File: config.mk
export PLATFORM = sky130hd
export DESIGN_NAME = spi_retry_host
export DESIGN_NICKNAME = d
export VERILOG_FILES = /design/src/rtl/spi_retry_pkg.sv /design/src/rtl/spi_frame_shifter.sv /design/src/rtl/spi_gap_timer.sv /design/src/rtl/spi_reply_check.sv /design/src/rtl/spi_retry_host.sv
export SDC_FILE = /design/constraint.sdc
export NUM_CORES = 1
export LEC_CHECK = 0
export BUFFER_PORTS_ARGS = -buffer_cell sky130_fd_sc_hd__buf_4
export CAP_MARGIN = 10
export CORE_MARGIN = 10
export CORE_UTILIZATION = 25
export DETAILED_ROUTE_END_ITERATION = 10
export PLACE_DENSITY = 0.41
export SETUP_SLACK_MARGIN = 0.15
export SYNTH_ARGS = -nofsm -noshare
export SYNTH_HDL_FRONTEND = slang
export SYNTH_SLANG_ARGS = --single-unit
File: constraint.sdc
create_clock -name clk -period 3.4 [get_ports clk]
set_input_delay 0.51 -clock clk [delete_from_list [all_inputs] [get_ports clk]]
set_output_delay 0.51 -clock clk [all_outputs]
set_load 0.02 [all_outputs]
File: src/rtl/spi_retry_pkg.sv
package spi_retry_pkg;

    typedef enum logic [2:0] {
        RSP_VALID,
        RSP_NOCLK,
        RSP_TGT_CRC,
        RSP_NOT_READY,
        RSP_MISMATCH
    } rsp_kind_e;

    typedef enum logic [2:0] {
        ST_IDLE,
        ST_CMD_GO,
        ST_CMD_WAIT,
        ST_GAP_POLL,
        ST_POLL_GO,
        ST_POLL_WAIT,
        ST_GAP_RETRY
    } ctl_state_e;

    typedef struct packed {
        logic       wr;
        logic [6:0] addr;
        logic [7:0] data;
    } spi_cmd_t;

    localparam logic [7:0] CRC_POLY       = 8'h07;
    localparam logic [7:0] TAIL_NOCLK     = 8'hFF;
    localparam logic [7:0] TAIL_TGT_CRC   = 8'hAA;
    localparam logic [7:0] TAIL_NOT_READY = 8'h00;
    localparam logic [6:0] BUF_LO         = 7'h40;
    localparam logic [6:0] BUF_HI         = 7'h5F;

    // Bit-serial CRC-8 over two bytes, MSB first, zero start value
    function automatic logic [7:0] crc8_pair(input logic [7:0] a, input logic [7:0] b);
        logic [15:0] msg;
        logic [7:0]  c;
        msg = {a, b};
        c   = 8'h00;
        for (int i = 15; i >= 0; i--) begin
            if (c[7] ^ msg[i]) c = {c[6:0], 1'b0} ^ CRC_POLY;
            else               c = {c[6:0], 1'b0};
        end
        return c;
    endfunction

    function automatic logic [23:0] build_frame(input spi_cmd_t c);
        logic [7:0] hdr;
        hdr = {c.wr, c.addr};
        return {hdr, c.data, crc8_pair(hdr, c.data)};
    endfunction

    function automatic logic in_buffer_window(input logic [6:0] a);
        return (a >= BUF_LO) && (a <= BUF_HI);
    endfunction

endpackage

File: src/rtl/spi_frame_shifter.sv
module spi_frame_shifter #(
    parameter int WIDTH    = 24,
    parameter int HALF_DIV = 4
) (
    input  logic             clk,
    input  logic             rst,
    input  logic             start,
    input  logic [WIDTH-1:0] tx,
    output logic             done,
    output logic [WIDTH-1:0] rx,
    output logic             sclk,
    output logic             cs_n,
    output logic             mosi,
    input  logic             miso
);
    localparam int DIV_W = (HALF_DIV > 1) ? $clog2(HALF_DIV) : 1;
    localparam int BIT_W = $clog2(WIDTH + 1);

    logic             active;
    logic [DIV_W-1:0] div_cnt;
    logic [BIT_W-1:0] bit_cnt;
    logic [WIDTH-1:0] tx_sh;
    logic [WIDTH-1:0] rx_sh;
    logic             half_tick;

    assign half_tick = (div_cnt == DIV_W'(HALF_DIV - 1));
    assign mosi      = active & tx_sh[WIDTH-1];

    always_ff @(posedge clk) begin
        if (rst) begin
            active  <= 1'b0;
            cs_n    <= 1'b1;
            sclk    <= 1'b0;
            done    <= 1'b0;
            div_cnt <= '0;
            bit_cnt <= '0;
            tx_sh   <= '0;
            rx_sh   <= '0;
            rx      <= '0;
        end else begin
            done <= 1'b0;
            if (!active) begin
                if (start) begin
                    active  <= 1'b1;
                    cs_n    <= 1'b0;
                    sclk    <= 1'b0;
                    tx_sh   <= tx;
                    div_cnt <= '0;
                    bit_cnt <= '0;
                end
            end else if (!half_tick) begin
                div_cnt <= div_cnt + 1'b1;
            end else begin
                div_cnt <= '0;
                if (!sclk) begin
                    sclk  <= 1'b1;
                    rx_sh <= {rx_sh[WIDTH-2:0], miso};
                end else begin
                    sclk <= 1'b0;
                    if (bit_cnt == BIT_W'(WIDTH - 1)) begin
                        active <= 1'b0;
                        cs_n   <= 1'b1;
                        done   <= 1'b1;
                        rx     <= rx_sh;
                    end else begin
                        bit_cnt <= bit_cnt + 1'b1;
                        tx_sh   <= {tx_sh[WIDTH-2:0], 1'b0};
                    end
                end
            end
        end
    end
endmodule

File: src/rtl/spi_gap_timer.sv
module spi_gap_timer #(
    parameter int MAX_LEN = 25000,
    localparam int CNT_W  = $clog2(MAX_LEN + 1)
) (
    input  logic             clk,
    input  logic             rst,
    input  logic             load,
    input  logic [CNT_W-1:0] len,
    output logic             expired
);
    logic [CNT_W-1:0] cnt;

    always_ff @(posedge clk) begin
        if (rst)              cnt <= '0;
        else if (load)        cnt <= len;
        else if (cnt != '0)   cnt <= cnt - 1'b1;
    end

    assign expired = (cnt == '0);
endmodule

File: src/rtl/spi_reply_check.sv
module spi_reply_check
    import spi_retry_pkg::*;
(
    input  logic [23:0] rx,
    input  logic [7:0]  exp_hdr,
    output rsp_kind_e   kind,
    output logic [7:0]  data
);
    logic [7:0] b0, b1, b2;
    logic       lead_ones;

    assign b0        = rx[23:16];
    assign b1        = rx[15:8];
    assign b2        = rx[7:0];
    assign lead_ones = (b0 == 8'hFF) && (b1 == 8'hFF);
    assign data      = b1;

    always_comb begin
        if (lead_ones && b2 == TAIL_NOCLK)                     kind = RSP_NOCLK;
        else if (lead_ones && b2 == TAIL_TGT_CRC)              kind = RSP_TGT_CRC;
        else if (lead_ones && b2 == TAIL_NOT_READY)            kind = RSP_NOT_READY;
        else if (b0 != exp_hdr || b2 != crc8_pair(b0, b1))     kind = RSP_MISMATCH;
        else                                                   kind = RSP_VALID;
    end
endmodule

File: src/rtl/spi_retry_host.sv
module spi_retry_host
    import spi_retry_pkg::*;
#(
    parameter int CLK_HALF_DIV   = 4,
    parameter int GAP_CYCLES     = 6250,
    parameter int BUF_GAP_CYCLES = 25000,
    parameter int MAX_RETRY      = 3,
    parameter int RETRY_W        = 4,
    parameter bit CRC_ON         = 1'b1
) (
    input  logic               clk,
    input  logic               rst,
    input  logic               cmd_start,
    input  logic               cmd_write,
    input  logic [6:0]         cmd_addr,
    input  logic [7:0]         cmd_wdata,
    output logic               cmd_ready,
    output logic               res_done,
    output logic [7:0]         res_rdata,
    output logic               res_error,
    output logic [RETRY_W-1:0] res_retries,
    output logic               spi_sclk,
    output logic               spi_cs_n,
    output logic               spi_mosi,
    input  logic               spi_miso
);
    localparam int FRAME_BITS = CRC_ON ? 24 : 16;
    localparam int LONG_GAP   = (BUF_GAP_CYCLES > GAP_CYCLES) ? BUF_GAP_CYCLES : GAP_CYCLES;
    localparam int GAP_W      = $clog2(LONG_GAP + 1);

    ctl_state_e             state;
    spi_cmd_t               cur;
    spi_cmd_t               poll_cmd;
    logic [RETRY_W-1:0]     tries;
    logic [23:0]            tx_full;
    logic [23:0]            rx24;
    logic [FRAME_BITS-1:0]  eng_tx;
    logic [FRAME_BITS-1:0]  eng_rx;
    logic                   eng_start;
    logic                   eng_done;
    logic                   timer_load;
    logic [GAP_W-1:0]       timer_len;
    logic [GAP_W-1:0]       poll_gap;
    logic                   gap_over;
    rsp_kind_e              rsp_kind;
    logic [7:0]             rsp_data;
    logic                   at_limit;

    always_comb begin
        poll_cmd      = cur;
        poll_cmd.wr   = 1'b0;
        poll_cmd.data = 8'h00;
    end

    assign tx_full   = (state == ST_POLL_GO) ? build_frame(poll_cmd) : build_frame(cur);
    assign eng_tx    = tx_full[23 -: FRAME_BITS];
    assign eng_start = (state == ST_CMD_GO) || (state == ST_POLL_GO);
    assign cmd_ready = (state == ST_IDLE);
    assign at_limit  = (tries == RETRY_W'(MAX_RETRY));

    generate
        if (CRC_ON) begin : g_crc_frame
            assign rx24 = eng_rx;
        end else begin : g_plain_frame
            assign rx24 = {eng_rx, crc8_pair(eng_rx[FRAME_BITS-1 -: 8], eng_rx[7:0])};
        end
    endgenerate

    assign poll_gap   = (!cur.wr && in_buffer_window(cur.addr)) ? GAP_W'(BUF_GAP_CYCLES)
                                                                : GAP_W'(GAP_CYCLES);
    assign timer_len  = (state == ST_CMD_WAIT) ? poll_gap : GAP_W'(GAP_CYCLES);
    assign timer_load = eng_done &&
                        ((state == ST_CMD_WAIT) ||
                         (state == ST_POLL_WAIT && rsp_kind != RSP_VALID && !at_limit));

    spi_frame_shifter #(
        .WIDTH    (FRAME_BITS),
        .HALF_DIV (CLK_HALF_DIV)
    ) u_shift (
        .clk   (clk),
        .rst   (rst),
        .start (eng_start),
        .tx    (eng_tx),
        .done  (eng_done),
        .rx    (eng_rx),
        .sclk  (spi_sclk),
        .cs_n  (spi_cs_n),
        .mosi  (spi_mosi),
        .miso  (spi_miso)
    );

    spi_gap_timer #(
        .MAX_LEN (LONG_GAP)
    ) u_gap (
        .clk     (clk),
        .rst     (rst),
        .load    (timer_load),
        .len     (timer_len),
        .expired (gap_over)
    );

    spi_reply_check u_chk_rx (
        .rx      (rx24),
        .exp_hdr ({cur.wr, cur.addr}),
        .kind    (rsp_kind),
        .data    (rsp_data)
    );

    always_ff @(posedge clk) begin
        if (rst) begin
            state       <= ST_IDLE;
            cur         <= '0;
            tries       <= '0;
            res_done    <= 1'b0;
            res_rdata   <= 8'h00;
            res_error   <= 1'b0;
            res_retries <= '0;
        end else begin
            res_done <= 1'b0;
            unique case (state)
                ST_IDLE: begin
                    if (cmd_start) begin
                        cur         <= '{wr: cmd_write, addr: cmd_addr, data: cmd_wdata};
                        tries       <= '0;
                        res_error   <= 1'b0;
                        res_retries <= '0;
                        state       <= ST_CMD_GO;
                    end
                end
                ST_CMD_GO:    state <= ST_CMD_WAIT;
                ST_CMD_WAIT:  if (eng_done) state <= ST_GAP_POLL;
                ST_GAP_POLL:  if (gap_over) state <= ST_POLL_GO;
                ST_POLL_GO:   state <= ST_POLL_WAIT;
                ST_POLL_WAIT: begin
                    if (eng_done) begin
                        if (rsp_kind == RSP_VALID) begin
                            res_done    <= 1'b1;
                            res_rdata   <= rsp_data;
                            res_retries <= tries;
                            state       <= ST_IDLE;
                        end else if (at_limit) begin
                            res_done    <= 1'b1;
                            res_error   <= 1'b1;
                            res_retries <= tries;
                            state       <= ST_IDLE;
                        end else begin
                            tries <= tries + 1'b1;
                            state <= ST_GAP_RETRY;
                        end
                    end
                end
                ST_GAP_RETRY: if (gap_over) state <= ST_CMD_GO;
                default:      state <= ST_IDLE;
            endcase
        end
    end
endmodule

* Word level (Yosys, flattened, before mapping)
Cells that the tools add are included.
** Storage, ports and cells
- Bits in registers :: 135
- Memories :: 0
- Word-level logic and storage cells :: 330
- Bits in writable memories :: 0
- Output and inout port bits :: 18
- Input bits :: 20
- Bits in latches :: 0
- Bits in read-only memories :: 0
** Operators by class
- Add/sub/neg operators :: 4
- Bitwise operators :: 86
- Divide/modulo/power cells :: 0
- $lt $le $gt $ge :: 2
- Multipliers :: 0
- Equal/unequal tests :: 28
- Mux-type cells :: 155
- Shift operators :: 0
- Reductions and logical operators :: 36
** Operator list (count)
- 2-to-1 mux 8 bit :: 48
- 2-to-1 mux 3 bit :: 58
- 2-to-1 mux 24 bit :: 6
- NOT 3 bit :: 44
- 2-to-1 mux 15 bit :: 4
- equality test 8 bit (second input constant) :: 4
- 2-to-1 mux 4 bit :: 7
- XOR 1 bit :: 26
- 2-to-1 mux 5 bit :: 5
- one-hot mux 3 bit (7 select lines) :: 1
- 2-to-1 mux 1 bit :: 20
- != test 2 bit (second input constant) :: 9
- != test 8 bit :: 2
- one-hot mux 4 bit (2 select lines) :: 2
- AND reduction 4 bit :: 4
- logical NOT 15 bit :: 1
- AND reduction 5 bit :: 3
- nonzero test 15 bit :: 1
- subtractor 15 x 1 -> 15 bit (second input constant) :: 1
- XOR 1 bit (first input constant) :: 10
- equality test 3 bit (second input constant) :: 3
- logical AND 1 bit :: 9
- logical NOT 8 bit :: 1
- greater-or-equal comparator 7 bit (second input constant) :: 1
- 24 further kinds :: 41

* Longest topological paths before layout
- Depth after elaboration :: 93
- Depth in mapped cells :: 10
- Depth with buffers taken out :: 9

* Cells and area by module
From an unflattened synthesis, not the netlist that was laid out.
** Unflattened totals
- Cell total of the unflattened synthesis :: 858
- Area, all modules :: 7619.8 um2
** By module, submodules not included
- spi_frame_shifter :: area each 3669.8 um2, seq. area each 1661.6 um2, cells each 408, instances 1
- spi_retry_host :: area each 2324.7 um2, seq. area each 740.7 um2, cells each 274, instances 1
- spi_gap_timer :: area each 898.4 um2, seq. area each 300.3 um2, cells each 102, instances 1
- spi_reply_check :: area each 726.9 um2, seq. area each 0.0 um2, cells each 74, instances 1

* Worst setup path after synthesis
No wires, ideal clock.
- Path type :: register -> register
- From :: register u_shift.rx[23]
- To :: register u_gap.cnt[13]
- Path buffers :: 2
- Setup time :: 101 ps
- Slack :: 393 ps
- Required time :: 3299 ps
- Stages on the path, launching flop included :: 11
- Period minus slack after synthesis :: 3007 ps
- Data arrival time :: 2906 ps
- Path through :: dfxtp_1 > ha_1 > xnor2_1 > xnor3_1 > or2_2 > mux2_2 > or4_4 > buf_6 > a21o_1 > buf_6 > o41ai_1
** Between the ends
- Longest elaborated chain between the ends :: 71
- Elaborated cells on any way between the ends :: 95
- Those cells by class :: eq/ne (3); mux (65); bitwise (16); reduce/logical (11)
** RTL lines
- start: declaration :: RTL line spi_frame_shifter.sv:10 : output logic [WIDTH-1:0] rx,
- start signal: assignment :: RTL line spi_frame_shifter.sv:64 : rx <= rx_sh;
- 2-to-1 mux 3 bit :: RTL line spi_retry_pkg.sv:41 : if (c[7] ^ msg[i]) c = {c[6:0], 1'b0} ^ CRC_POLY;
- 2-to-1 mux 8 bit :: RTL line spi_reply_check.sv:21 : else if (lead_ones && b2 == TAIL_NOT_READY) kind = RSP_NOT_READY;
- 2-to-1 mux 8 bit :: RTL line spi_reply_check.sv:20 : else if (lead_ones && b2 == TAIL_TGT_CRC) kind = RSP_TGT_CRC;
- 2-to-1 mux 8 bit :: RTL line spi_reply_check.sv:19 : if (lead_ones && b2 == TAIL_NOCLK) kind = RSP_NOCLK;
- NOT 3 bit (no source line) / 2-to-1 mux 8 bit (equally long branches)
- 2-to-1 mux 3 bit / 2-to-1 mux 8 bit (equally long branches) :: RTL line spi_retry_pkg.sv:41, spi_reply_check.sv:20
- 2-to-1 mux 8 bit (on tied branches) :: RTL line spi_reply_check.sv:21, spi_reply_check.sv:19
- 2-to-1 mux 8 bit (on tied branches) :: RTL line spi_reply_check.sv:20, spi_reply_check.sv:21
- [54 not listed]
- 2-to-1 mux 3 bit :: RTL line spi_reply_check.sv:21
- 2-to-1 mux 3 bit :: RTL line spi_reply_check.sv:20
- 2-to-1 mux 3 bit (*) :: RTL line spi_reply_check.sv:19
- nonzero test 3 bit (*) :: RTL line spi_retry_host.sv:74 : (state == ST_POLL_WAIT && rsp_kind != RSP_VALID && !at_limit));
- logical AND 1 bit (*) (2 in series) :: RTL line spi_retry_host.sv:74
- logical OR 1 bit (*) :: RTL line spi_retry_host.sv:73 : ((state == ST_CMD_WAIT) ||
- logical AND 1 bit (*) :: RTL line spi_retry_host.sv:72 : assign timer_load = eng_done &&
- 2-to-1 mux 15 bit / nonzero test 2 bit (equally long branches)
- end signal: assignment :: RTL line spi_gap_timer.sv:15 : else if (load) cnt <= len;
- end signal: assignment :: RTL line spi_gap_timer.sv:16 : else if (cnt != '0) cnt <= cnt - 1'b1;
- end: declaration :: RTL line spi_gap_timer.sv:11 : logic [CNT_W-1:0] cnt;
Every way passes the cells marked *; elsewhere a longest branch is shown, timed or not. The select of a mux whose other input is x is not followed.
A chain may end at the register's enable or synchronous reset.

* Worst setup path after layout
- From :: register u_shift.rx[22]
- To :: register res_retries[0]
** Between the ends
- Longest elaborated chain between the ends :: 67
- Elaborated cells on any way between the ends :: 89
- Those cells by class :: eq/ne (4); mux (63); bitwise (15); reduce/logical (7)
** RTL lines
- XOR 1 bit :: RTL line spi_retry_pkg.sv:41
- 2-to-1 mux 3 bit :: RTL line spi_retry_pkg.sv:41
- 2-to-1 mux 8 bit :: RTL line spi_reply_check.sv:21
- 2-to-1 mux 8 bit :: RTL line spi_reply_check.sv:20
- 2-to-1 mux 8 bit :: RTL line spi_reply_check.sv:19
- NOT 3 bit (no source line)
- 2-to-1 mux 3 bit :: RTL line spi_retry_pkg.sv:41
- 2-to-1 mux 8 bit :: RTL line spi_reply_check.sv:21
- [51 not listed]
- 2-to-1 mux 3 bit :: RTL line spi_reply_check.sv:22 : else if (b0 != exp_hdr || b2 != crc8_pair(b0, b1)) kind = RSP_MISMATCH;
- 2-to-1 mux 3 bit :: RTL line spi_reply_check.sv:21
- 2-to-1 mux 3 bit :: RTL line spi_reply_check.sv:20
- 2-to-1 mux 3 bit (*) :: RTL line spi_reply_check.sv:19
- logical NOT 3 bit (*) :: RTL line spi_retry_host.sv:136 : if (rsp_kind == RSP_VALID) begin
- 2-to-1 mux 4 bit :: RTL line spi_retry_host.sv:136
- 2-to-1 mux 4 bit :: RTL line spi_retry_host.sv:135 : if (eng_done) begin
- one-hot mux 4 bit (2 select lines) :: RTL line spi_retry_host.sv:120 : unique case (state)
- end signal: assignment :: RTL line spi_retry_host.sv:139 : res_retries <= tries;
- end signal: assignment :: RTL line spi_retry_host.sv:144 : res_retries <= tries;
- end: declaration :: RTL line spi_retry_host.sv:21 : output logic [RETRY_W-1:0] res_retries,
Marked as above.

==> results by group <==
Synth
  • Area fraction of the dominant cell type after synthesis: 39.9%
  • Synth warn: 0
  • Seq cells post-synth: 135
  • Synth top cells by count: 156 x nand2_1, 135 x dfxtp_1, 86 x a21oi_1
  • Synthesized instance count: 798
  • Main synth FF type: dfxtp_1
  • Syn avg cell area: 8.49 um^2
  • Synthesized Nets: 833
  • FFs w/ async S/R, synth: 0%
  • Area leader, netlist: dfxtp_1
  • Register area share after synthesis: 39.9%
  • Mapped Area: 6780 um^2
  • EDFF count, synth: 0
  • Most frequent cell after synthesis: nand2_1
  • Library cells used by synthesis: 53
  • Largest cells by area after synthesis: dfxtp_1 40%, nand2_1 8.6%, xnor2_1 8.5%, a21oi_1 6.3%, xnor3_1 3.0%

Clock network
  • Num CTS Buffers: 17
  • CTS tree: done
  • Clk sink count: 135
  • Cts hold-fix bufs: 0
  • Clock-pin slew on the worst setup and hold paths: 0.07 ns
  • Maximum root-to-sink buffer count: 2
  • H-tree levels: 4
  • Clk root buf: clkbuf_16
  • Clk Latency, worst-skew pair: 0.43 ns

Final layout
  • # diodes: 0
  • Fill count: 2874
  • Nets: 860
  • Layout cells sized above 1: 14.0%
  • Area delta synth->final: 18.7%
  • Final core utilization: 30.0%

Detailed routing
  • DRC Markers: 0
  • TritonRoute pass-1 iters: 5
  • WL final: 18.5 mm
  • Vias: 5482
  • First-iteration detailed-routing DRC count: 329
  • Antenna-violating nets left: 0
  • Vias per std cell: 4.65
  • Mean routed wirelength per cell: 15.7 um

Place
  • DP HPWL: 12.7 mm
  • Port Buffers: 37
  • Placer Congestion: 0.759

Setup path
  • Critical path's top delay family: simple AND/OR/NAND/NOR gates
  • WP data required: 3.76 ns
  • Critical path, cell by cell: ha_2 -> xnor2_2 -> xnor3_1 -> or2_2 -> mux2_2 -> or4_4 -> a211oi_1 -> a22o_1
  • CP Class: reg2reg
  • CP arrival: 3.47 ns
  • CP max-delay cell: or4_4
  • Maximum fanout along the worst path: 9
  • Buf/Inv on CP: 0
  • Slowest stage delay, CP: 0.60 ns
  • CP Capture Type: flop
  • Type of origin of the critical path: flop

Global routing
  • Congestion Overflow GR: 0
  • Antenna violations before repair: 0
  • Total global-route track usage: 11.3%
  • First-pass GRT wire length: 30.5 mm
  • Largest net degree at the start of global routing: 49
  • Vias in the first global route: 5416

Pwr
  • Leak: 2.92 nW
  • Peak VDD IR: 0.343 mV
  • Power Density: 589 nW/um^2

Timing
  • Final Hold Vio Count: 0
  • Min cycle time layout: 3.11 ns
  • Slew @ Worst Pin: 0.884 ns
  • Pins Over Slew Limit: 0
  • Setup TNS: 0 ns
  • Clock Skew: 0.0231 ns
  • Rel. slew slack: 40.8%
  • Unrepaired setup endpoints after global routing: no
  • Final period util: 91.6%
  • Max Clk Rate: 0.321 GHz
  • Number of setup violations in the final report: 0

Floorplanning
  • Num rows: 60
  • Die outline height: 185 um
  • Core area: 26800 um^2
  • Die W: 185 um
  • Die ar.: 34100 um^2
  • IO Count: 38
  • Starting Density: 25.3%

Hold path
  • Worst hold path type: in2reg

Run
  • Max Cap Violations: 0

Status
  • Status: complete, no violations
## registers in the layout, summed over array words and instances (netlist names), 3 cells and up
name	cells
u_gap.cnt	15
tries	4
res_rdata	8
state	3
u_shift.bit_cnt	5
cur	16
u_shift.rx	24
res_retries	4
u_shift.tx_sh	24
u_shift.rx_sh	24
## metal layers
metal / share of wire, % / global-route usage [%]
met5: 0 / 0
met4: 0.45 / 3.12
met3: 3.0 / 2.80
met2: 46 / 17.5
met1: 50 / 15.1
## where the power goes
| group | leakage (nW) | internal, mW | switching [mW] | total (mW) |
|---|---|---|---|---|
| clock network | 0.264 | 0.964 | 0.813 | 1.78 |
| logic | 1.56 | 0.522 | 0.620 | 1.14 |
| registers | 1.10 | 1.71 | 0.105 | 1.82 |
## cell usage in the layout, fill, tap and decap left out, drive strengths merged, types with 18 or more instances in the layout
master	n
xor2	18
inv	21
buf	67
nor3	30
a21oi	86
a211oi	19
nand2	156
xnor2	66
dfxtp	135
nor2	38
o21ai	22
## layout make-up
type                            count  area (um^2)  share of cell area, %
Multi-Input combinational cell    593         3810                   47.4
Sequential cell                   135         2700                   33.6
Timing Repair Buffer               67          503                   6.25
Tap cell                          341          427                   5.30
Clock buffer                       17          425                   5.29
Clock inverter                     15          134                   1.66
Inverter                           11         41.3                  0.513
## path summary, 6_finish.rpt
check                        start          endpoint  slack [ns]  cells past startpoint
setup reg to reg    u_shift.rx[22]    res_retries[0]        0.29                      8
hold / removal        cmd_wdata[3]            cur[3]        0.32                      3
setup / recovery    u_shift.rx[22]    res_retries[0]        0.29                      8
hold reg to reg   u_shift.tx_sh[5]  u_shift.tx_sh[5]        0.46                      2
## cell families (layout without fill, tap and decap cells)
logic type | count (synthesis) | after routing | synth area share (%)
and+or+nand+nor | 298 | 298 | 20.2
muxes | 17 | 17 | 2.55
buffers and inverters | 70 | 110 | 4.34
adders and majority gates | 15 | 15 | 2.77
xor gates and xnor gates | 98 | 98 | 15.6
AOI/OAI and AO/OA | 165 | 165 | 14.6
DFF | 135 | 135 | 39.9
## through the flow
step	power, mW	setup WS [ns]	std cells	hold WS, ns	instance area (um^2)
final	4.74	0.286	1179	0.325	8050
after global routing	5.03	0.174	1179	0.323	8050
after CTS	4.81	0.170	1177	0.316	8020
after detailed placement	2.99	0.147	1145	0.445	7450
after global placement	3.00	0.184	1145	0.445	7450
after floorplan	2.71	0.393	798	0.431	6780
## worst register-to-register path: stages, from the launching register on
cell	delay, ns
dfxtp_2	0.36
ha_2	0.32
xnor2_2	0.20
xnor3_1	0.34
or2_2	0.28
mux2_2	0.31
or4_4	0.60
a211oi_1	0.43
a22o_1	0.19
## timing repair
action	in CTS	in global routing
endpoints found under the setup margin	3	5
setup buffers	0	2
resized for setup	1	4
pin swaps	0	1
No activity file was read; power rests on OpenSTA's default activity.
